===== config.mk =====
export PLATFORM = sky130hd
export DESIGN_NAME = bankptr_file
export DESIGN_NICKNAME = d
export VERILOG_FILES = /design/src/rtl/bankptr_pkg.sv /design/src/rtl/bankptr_rename.sv /design/src/rtl/bankptr_regs.sv /design/src/rtl/bankptr_mux.sv /design/src/rtl/bankptr_file.sv
export SDC_FILE = /design/constraint.sdc
export NUM_CORES = 1
export LEC_CHECK = 0
export BUFFER_PORTS_ARGS = -buffer_cell sky130_fd_sc_hd__buf_2
export CAP_MARGIN = 20
export CORE_MARGIN = 4
export CORE_UTILIZATION = 45
export CTS_CLUSTER_SIZE = 40
export DETAILED_ROUTE_END_ITERATION = 10
export PLACE_DENSITY = 0.77
export SYNTH_ARGS = -nofsm -noshare
export SYNTH_HDL_FRONTEND = slang
export SYNTH_SLANG_ARGS = --single-unit

===== constraint.sdc =====
create_clock -name clk -period 2 [get_ports clk]
set_input_delay 0.1 -clock clk [delete_from_list [all_inputs] [get_ports clk]]
set_output_delay 0.1 -clock clk [all_outputs]
set_load 0.005 [all_outputs]

===== src/rtl/bankptr_pkg.sv =====
package bankptr_pkg;
  localparam int N_ROLE = 4;
  localparam int ROLE_W = $clog2(N_ROLE);

  typedef enum logic [ROLE_W-1:0] {
    ROLE_CODE  = 2'd0,
    ROLE_DATA0 = 2'd1,
    ROLE_DATA1 = 2'd2,
    ROLE_NEWC  = 2'd3
  } role_e;

  // Logical role to physical entry under the current rename state.
  function automatic logic [ROLE_W-1:0] map_role(input logic [ROLE_W-1:0] role,
                                                 input logic swapped);
    logic [ROLE_W-1:0] phys;
    phys = role;
    if (swapped && role == ROLE_CODE) phys = ROLE_NEWC;
    if (swapped && role == ROLE_NEWC) phys = ROLE_CODE;
    return phys;
  endfunction
endpackage


===== src/rtl/bankptr_rename.sv =====
module bankptr_rename (
  input  logic clk,
  input  logic rst_n,
  input  logic xchg,
  output logic swapped
);
  always_ff @(posedge clk or negedge rst_n) begin
    if (!rst_n)    swapped <= 1'b0;
    else if (xchg) swapped <= ~swapped;
  end
endmodule


===== src/rtl/bankptr_regs.sv =====
module bankptr_regs
  import bankptr_pkg::*;
#(
  parameter int BANK_W = 8
) (
  input  logic                          clk,
  input  logic                          rst_n,
  input  logic                          wr_en,
  input  logic [ROLE_W-1:0]             wr_phys,
  input  logic [BANK_W-1:0]             wr_data,
  output logic [N_ROLE-1:0][BANK_W-1:0] ptr_q
);
  for (genvar i = 0; i < N_ROLE; i++) begin : g_entry
    always_ff @(posedge clk or negedge rst_n) begin
      if (!rst_n)
        ptr_q[i] <= '0;
      else if (wr_en && wr_phys == ROLE_W'(i))
        ptr_q[i] <= wr_data;
    end
  end
endmodule


===== src/rtl/bankptr_mux.sv =====
module bankptr_mux #(
  parameter int BANK_W = 8,
  parameter int CPU_AW = 16
) (
  input  logic [BANK_W-1:0]        bank,
  input  logic                     force_bank0,
  input  logic [CPU_AW-1:0]        cpu_addr,
  output logic [BANK_W+CPU_AW-1:0] full_addr
);
  localparam int FULL_W = BANK_W + CPU_AW;

  function automatic logic [FULL_W-1:0] compose(input logic [BANK_W-1:0] b,
                                                input logic f,
                                                input logic [CPU_AW-1:0] lo);
    return {(f ? {BANK_W{1'b0}} : b), lo};
  endfunction

  assign full_addr = compose(bank, force_bank0, cpu_addr);
endmodule


===== src/rtl/bankptr_file.sv =====
module bankptr_file
  import bankptr_pkg::*;
#(
  parameter int BANK_W = 8,
  parameter int CPU_AW = 16
) (
  input  logic                     clk,
  input  logic                     rst_n,
  input  logic [CPU_AW-1:0]        cpu_addr,
  input  logic [ROLE_W-1:0]        sel_role,
  input  logic                     force_bank0,
  input  logic                     wr_en,
  input  logic [ROLE_W-1:0]        wr_role,
  input  logic [BANK_W-1:0]        wr_data,
  input  logic                     xchg,
  output logic [BANK_W+CPU_AW-1:0] full_addr
);
  logic                          swapped;
  logic [ROLE_W-1:0]             wr_phys;
  logic [N_ROLE-1:0][BANK_W-1:0] ptr_q;
  logic [N_ROLE-1:0][BANK_W-1:0] role_view;
  logic [BANK_W-1:0]             sel_bank;

  bankptr_rename u_rename (
    .clk     (clk),
    .rst_n   (rst_n),
    .xchg    (xchg),
    .swapped (swapped)
  );

  assign wr_phys = map_role(wr_role, swapped);

  bankptr_regs #(.BANK_W(BANK_W)) u_regs (
    .clk     (clk),
    .rst_n   (rst_n),
    .wr_en   (wr_en),
    .wr_phys (wr_phys),
    .wr_data (wr_data),
    .ptr_q   (ptr_q)
  );

  for (genvar r = 0; r < N_ROLE; r++) begin : g_view
    assign role_view[r] = ptr_q[map_role(ROLE_W'(r), swapped)];
  end

  assign sel_bank = role_view[sel_role];

  bankptr_mux #(.BANK_W(BANK_W), .CPU_AW(CPU_AW)) u_mux (
    .bank        (sel_bank),
    .force_bank0 (force_bank0),
    .cpu_addr    (cpu_addr),
    .full_addr   (full_addr)
  );
endmodule


==> results of run 1 <==
[kinds of logic after synthesis]
| kind of cell | synth area share (%) |
|---|---|
| buf+inv | 9.792 |
| mux | 17.52 |
| flops | 40.15 |
| xor+xnor | 0.4259 |
| simple gates | 17.70 |
| compound gates | 14.42 |
[layer usage]
metal / routed length (um) / up-vias / global-route usage, %
met2: 1967 / 37 / 26.08
met3: 253 / 9 / 6.069
met4: 49 / 0 / 4.078
met1: 1901 / 720 / 23.06
met5: 0 / - / 0
li1: - / 664 / -
[state kept, by name, summed over array words and instances (netlist names)]
name,cells
u_regs.ptr_q,32
u_rename.swapped,1
[power groups by stage]
| stage | logic [W] | registers (W) | clock network [W] |
|---|---|---|---|
| global route | 0.000916 | 0.00113 | 0.000694 |
| global placement | 0.000799 | 0.00109 | 0 |
| CTS | 0.000829 | 0.00109 | 0.000658 |
| floorplan | 0.000689 | 0.00103 | 0 |
| finish | 0.000823 | 0.00109 | 0.000646 |
| detailed placement | 0.000825 | 0.00110 | 0 |
[cell usage after synthesis (all sizes together)]
library cell,n
clkinv,1
o2bb2ai,1
xor2,1
a31oi,1
o21ai,2
or3,1
and3,1
o32ai,7
o221ai,8
nor3b,8
a2111oi,8
nand2,1
dfrtp,33
and3b,8
a21oi,1
buf,24
or2b,1
inv,1
nor3,8
a211oi,1
nand3b,2
mux2,32
nand2b,9
clkbuf,2
nor4,7
and2b,1
nor2,1
[what timing repair did]
item / in CTS / in global routing
resized for setup: 0 / 1
hold endpoints to repair: 34 / 0
endpoints found under the setup margin: 0 / 1
hold buffers: 2 / 0
buffers inserted: 0 / 0
[worst paths after layout]
check / startpoint / to / slack (ns) / cells after the start
worst min-delay path: wr_data[0] / u_regs.ptr_q[8] / 0.08 / 2
worst max-delay path: u_rename.swapped / full_addr[17] / 0.17 / 5
max in group asynchronous: rst_n / u_regs.ptr_q[9] / 1.12 / 2
min in group asynchronous: rst_n / u_regs.ptr_q[6] / 0.41 / 2
worst max register to register: u_rename.swapped / u_regs.ptr_q[26] / 0.37 / 3
worst min register to register: u_regs.ptr_q[25] / u_regs.ptr_q[25] / 0.52 / 1
[cell type report]
type | count | area share, %
Clock inverter | 1 | 1.359
Sequential cell | 33 | 37.37
Inverter | 2 | 0.3398
Multi-Input combinational cell | 110 | 46.72
Clock buffer | 7 | 3.907
Tap cell | 52 | 2.945
Timing Repair Buffer | 29 | 7.361
[per-stage QoR]
stage	hold slack (ns)	util, %	worst slack [ns]	cell area, um^2	power [W]
global route	0.07847	50.40	0.01072	2210	0.002744
finish	0.08257	50.40	0.1707	2210	0.002561
CTS	0.07888	50.34	0.06472	2207	0.002577
detailed placement	0.2000	47.23	0.3750	2071	0.001925
floorplan	-0.1956	-	0.6766	2057	0.001723
global placement	0.1932	47.23	0.3887	2071	0.001891
[placed cells by master (no fill, tap or decap), types with 3 or more instances in the layout]
master	netlist	final
dfrtp_1	33	33
mux2_2	32	32
buf_2	4	24
nand2b_1	9	8
o221ai_1	8	8
nor3_1	8	8
a2111oi_2	8	8
and3b_2	7	7
nor3b_2	7	7
o32ai_1	7	7
nor4_1	7	7
clkbuf_8	0	6
buf_4	17	3
==> flow_metrics.py, run 1 <==
metrics = {
    "synthesis": {
        "synthTopCellsByArea": "dfrtp_1, mux2_2, buf_4, a2111oi_2, nor3b_2",
        "yosys.cell_types.count": 33,
        "synth_nets": 204,
        "synth_seq_cells": 33,
        "yosysTopAreaCellShare_pct": 40.15,
        "synth_top_area_cell": "dfrtp_1",
        "ys_seq_area_share_pct": 40.15,
        "netlist_instances": 171,
        "syn_avg_cell_area_um2": 12.03,
        "synth_area_um2": 2057,
        "yosysWarningCount": 0,
    },
    "timing": {
        "hold_viol": 0,
        "worstMarginPinSlew_ns": 0.7389,
        "slew_violations": 0,
        "setup_viol": 0,
        "tns_ns": 0,
        "max-slew-margin-rel_pct": 50.74,
        "clock.fmax_mhz": 546.7,
        "fin_crit_sh_pct": 91.46,
        "grt_setup_unrepaired": "false",
        "finClkSkew_ns": 0.005310,
        "period_minus_slack_ns": 1.829,
    },
    "setup_path": {
        "cp.required_ns": 1.90,
        "crit_chain": "buf_4 > or3_1 > a31oi_1 > a2111oi_2 > buf_2",
        "path_class": "reg -> out",
        "crit_family": "flip-flops",
        "worst-path-max-fanout": 17,
        "cp.arrival_ns": 1.73,
        "path_buf_inv": 2,
        "critPathSlowestCell": "dfrtp_1",
        "cp-start-kind": "flop",
        "max_stage_delay_ns": 0.45,
        "cp-end-kind": "output pin",
    },
    "floorplanning": {
        "num_io_pins": 57,
        "core_um2": 4384,
        "initial_core_util_pct": 46.92,
        "die_w_um": 75.61,
        "die_y_um": 75.61,
        "die-area_um2": 5717,
        "rows": 24,
    },
    "finish": {
        "area_delta_synth_final_pct": 7.421,
        "drive_above_1_share_pct": 50.00,
        "multiInputGateArea_um2": 1032,
        "diodes": 0,
        "seq_area_um2": 825.8,
        "nFillCells": 400,
        "fin_nets": 214,
        "fin_cells": 234,
    },
    "detailed_routing": {
        "routed_wl_um": 4172,
        "wl_per_cell_um": 17.83,
        "drt_pre_antenna_iters": 4,
        "drtIter0Drc": 84,
        "via_count": 1430,
        "drc": 0,
        "vias_per_cell": 6.111,
        "ant_nets": 0,
    },
    "clock_network": {
        "htree_levels": 2,
        "tritoncts": "yes",
        "clk_path_buf_depth": 2,
        "clock-sinks": 33,
        "clkTransAtPathRegs_ns": 0.07,
        "cts_buffers": 5,
        "clk_latency_ns": 0.29,
        "clockRootBuffer": "clkbuf_8",
    },
    "power": {
        "p_seq_share_pct": 42.7,
        "irDropWorstVdd_mv": 0.6060,
        "p_int_w": 0.001764,
        "clock_power_share_pct": 25.2,
        "swShare_pct": 31.11,
        "power_density_nw_per_um2": 1159,
        "power.share.combinational_pct": 32.1,
        "power.leakage_nw": 0.8960,
        "p_switching_w": 0.0007969,
    },
    "global_routing": {
        "grt_pass1_vias": 1491,
        "grt_pass1_wl_um": 7258,
        "grt_max_degree": 34,
        "grt_usage_pct": 16.99,
        "antenna_found_initial": 0,
        "grt_overflow": 0,
    },
    "placement": {
        "gp_congestion": 0.8126,
        "portBuffers": 24,
        "hpwl_um": 2834,
        "dpl.cell_count": 224,
    },
    "run": {
        "max_cap_violations": 0,
    },
    "status": {
        "run_status": "complete, no violations",
    },
    "hold_path": {
        "worstHoldPathType": "in -> reg",
    },
}
Power figures use the tool's default switching activity.
==> inputs of run 2 (changes only) <==
Settings changed: PLACE_DENSITY 0.77 to 0.76.
==> flow_metrics.py, run 2 (synthesis results as in run 1) <==
metrics = {
    "timing": {
        "period_minus_slack_ns": 1.822,
        "slew_violations": 0,
        "setup_viol": 0,
        "clock.fmax_mhz": 548.9,
        "setup_slack_ns": 0.1782,
        "finClkSkew_ns": 0.005347,
        "max-slew-margin-rel_pct": 50.03,
        "fin_crit_sh_pct": 91.09,
        "worstMarginPinSlew_ns": 0.7495,
        "grt_setup_unrepaired": "false",
        "tns_ns": 0,
        "hold_viol": 0,
    },
    "placement": {
        "portBuffers": 24,
        "gp_congestion": 0.8396,
        "dp_slack_ns": 0.3318,
        "hpwl_um": 2962,
    },
    "detailed_routing": {
        "drc": 0,
        "highest_layer": "met4",
        "m1WireLength_um": 1908,
        "drtIter0Drc": 60,
        "drt_pre_antenna_iters": 4,
        "wl_met2_um": 2003,
        "wl_per_cell_um": 18.13,
        "met3_length_um": 287,
        "vias_per_cell": 6.107,
        "via_count": 1429,
        "routed_wl_um": 4243,
        "ant_nets": 0,
    },
    "setup_path": {
        "rr_endpoint": "u_regs.ptr_q[28]",
        "cp-start-kind": "flop",
        "worst-path-max-fanout": 17,
        "ff2ff_setup_slack_ns": 0.35,
        "cp.arrival_ns": 1.72,
        "r2r-start": "u_rename.swapped",
        "cp-end-kind": "output pin",
        "cp.required_ns": 1.90,
        "path_class": "reg -> out",
        "reg2reg_depth": 3,
    },
    "floorplanning": {
        "core_um2": 4384,
        "die_y_um": 75.61,
        "die-area_um2": 5717,
        "rows": 24,
        "die_w_um": 75.61,
        "initial_core_util_pct": 46.92,
        "num_io_pins": 57,
    },
    "power": {
        "p_seq_share_pct": 45.7,
        "power.share.combinational_pct": 34.5,
        "clock_power_share_pct": 19.8,
        "power.leakage_nw": 0.8770,
        "irDropWorstVdd_mv": 0.4630,
        "p_int_w": 0.001606,
        "p_switching_w": 0.0007865,
        "power_density_nw_per_um2": 1101,
        "swShare_pct": 32.88,
    },
    "clock_network": {
        "clockRootBuffer": "clkbuf_8",
        "clock-sinks": 33,
        "clk_latency_ns": 0.28,
        "clk_path_buf_depth": 2,
        "cts_buffers": 5,
        "tritoncts": "yes",
        "clkTransAtPathRegs_ns": 0.07,
        "cts_setup_buffers": 0,
        "htree_levels": 2,
    },
    "finish": {
        "largest_reg_flops": 32,
        "fin_nets": 214,
        "mostFrequentLayoutCell": "dfrtp_1",
        "diodes": 0,
        "drive_above_1_share_pct": 48.90,
        "area_delta_synth_final_pct": 5.657,
        "reg.largest.list": "u_regs.ptr_q: 32 flops, u_rename.swapped: 1 flops",
        "top_register": "u_regs.ptr_q",
        "mostFrequentLayoutCells": "dfrtp_1, mux2_2, buf_2",
    },
    "global_routing": {
        "grt_pass1_wl_um": 7238,
        "grt_max_degree": 34,
        "grt_pass1_vias": 1452,
        "grt_overflow": 0,
        "grt_usage_pct": 16.93,
        "antenna_found_initial": 0,
    },
    "hold_path": {
        "hold_end": "u_regs.ptr_q[15]",
        "worstHoldPathType": "in -> reg",
        "whs_path_depth": 2,
        "hp-start": "wr_data[7]",
    },
    "run": {
        "max_cap_violations": 0,
    },
    "status": {
        "run_status": "complete, no violations",
    },
}
-- run 2: cell type report --
class                      instances  area (um^2)
multi-input combinational        110         1032
inverter                           2        7.507
tap                               52        65.06
fill                             399         2211
sequential                        33        825.8
timing repair buffer              29        162.7
clock buffer                       8        80.08
-- run 2: how the worst max path moves through the flow --
| stage | startpoint | end | slack, ns | depth (start not counted) |
|---|---|---|---|---|
| 5_1_grt | u_rename.swapped | full_addr[17] | 0.006 | 5 |
| 3_5_place_dp | u_rename.swapped | u_regs.ptr_q[28] | 0.33 | 3 |
| 6_report | u_rename.swapped | full_addr[17] | 0.18 | 5 |
| 4_1_cts | u_rename.swapped | full_addr[17] | 0.10 | 4 |
| 2_1_floorplan | u_rename.swapped | u_regs.ptr_q[0] | 0.68 | 4 |
| 3_3_place_gp | u_rename.swapped | u_regs.ptr_q[29] | 0.40 | 3 |
-- run 2: through the flow --
stage	cell area [um^2]	std cells	total power, W	util (%)	hold slack, ns
after floorplan	2057	171	0.001723	-	-0.1956
after global placement	2071	224	0.001890	47.23	0.1975
after detailed placement	2071	224	0.001931	47.23	0.2000
after CTS	2171	234	0.002417	49.51	0.08486
after global routing	2173	234	0.002574	49.57	0.09277
final	2173	234	0.002392	49.57	0.09412
-- run 2: worst max-delay path: stages (launching register included) --
cell and delay, ns:
dfrtp_1 0.45, buf_4 0.24, or3_1 0.36, a31oi_1 0.18
a2111oi_2 0.07, buf_2 0.14
-- run 2: what timing repair did --
action                                 in CTS  in global routing
gates resized for setup                     0                  1
setup endpoints to repair                   0                  1
hold buffers                                2                  0
endpoints found under the hold margin      34                  0
-- run 2: power groups by stage --
stage	Combinational, W	Clock, W	Sequential [W]
floorplan	0.000689	0	0.00103
global placement	0.000799	0	0.00109
detailed placement	0.000826	0	0.00110
CTS	0.000832	0.000493	0.00109
global route	0.000919	0.000524	0.00113
finish	0.000826	0.000473	0.00109
-- run 2: metal layers --
layer	GRT usage (%)	vias up
met5	0	-
met2	25.41	44
met3	5.013	4
met4	6.214	0
met1	23.21	719
li1	-	662
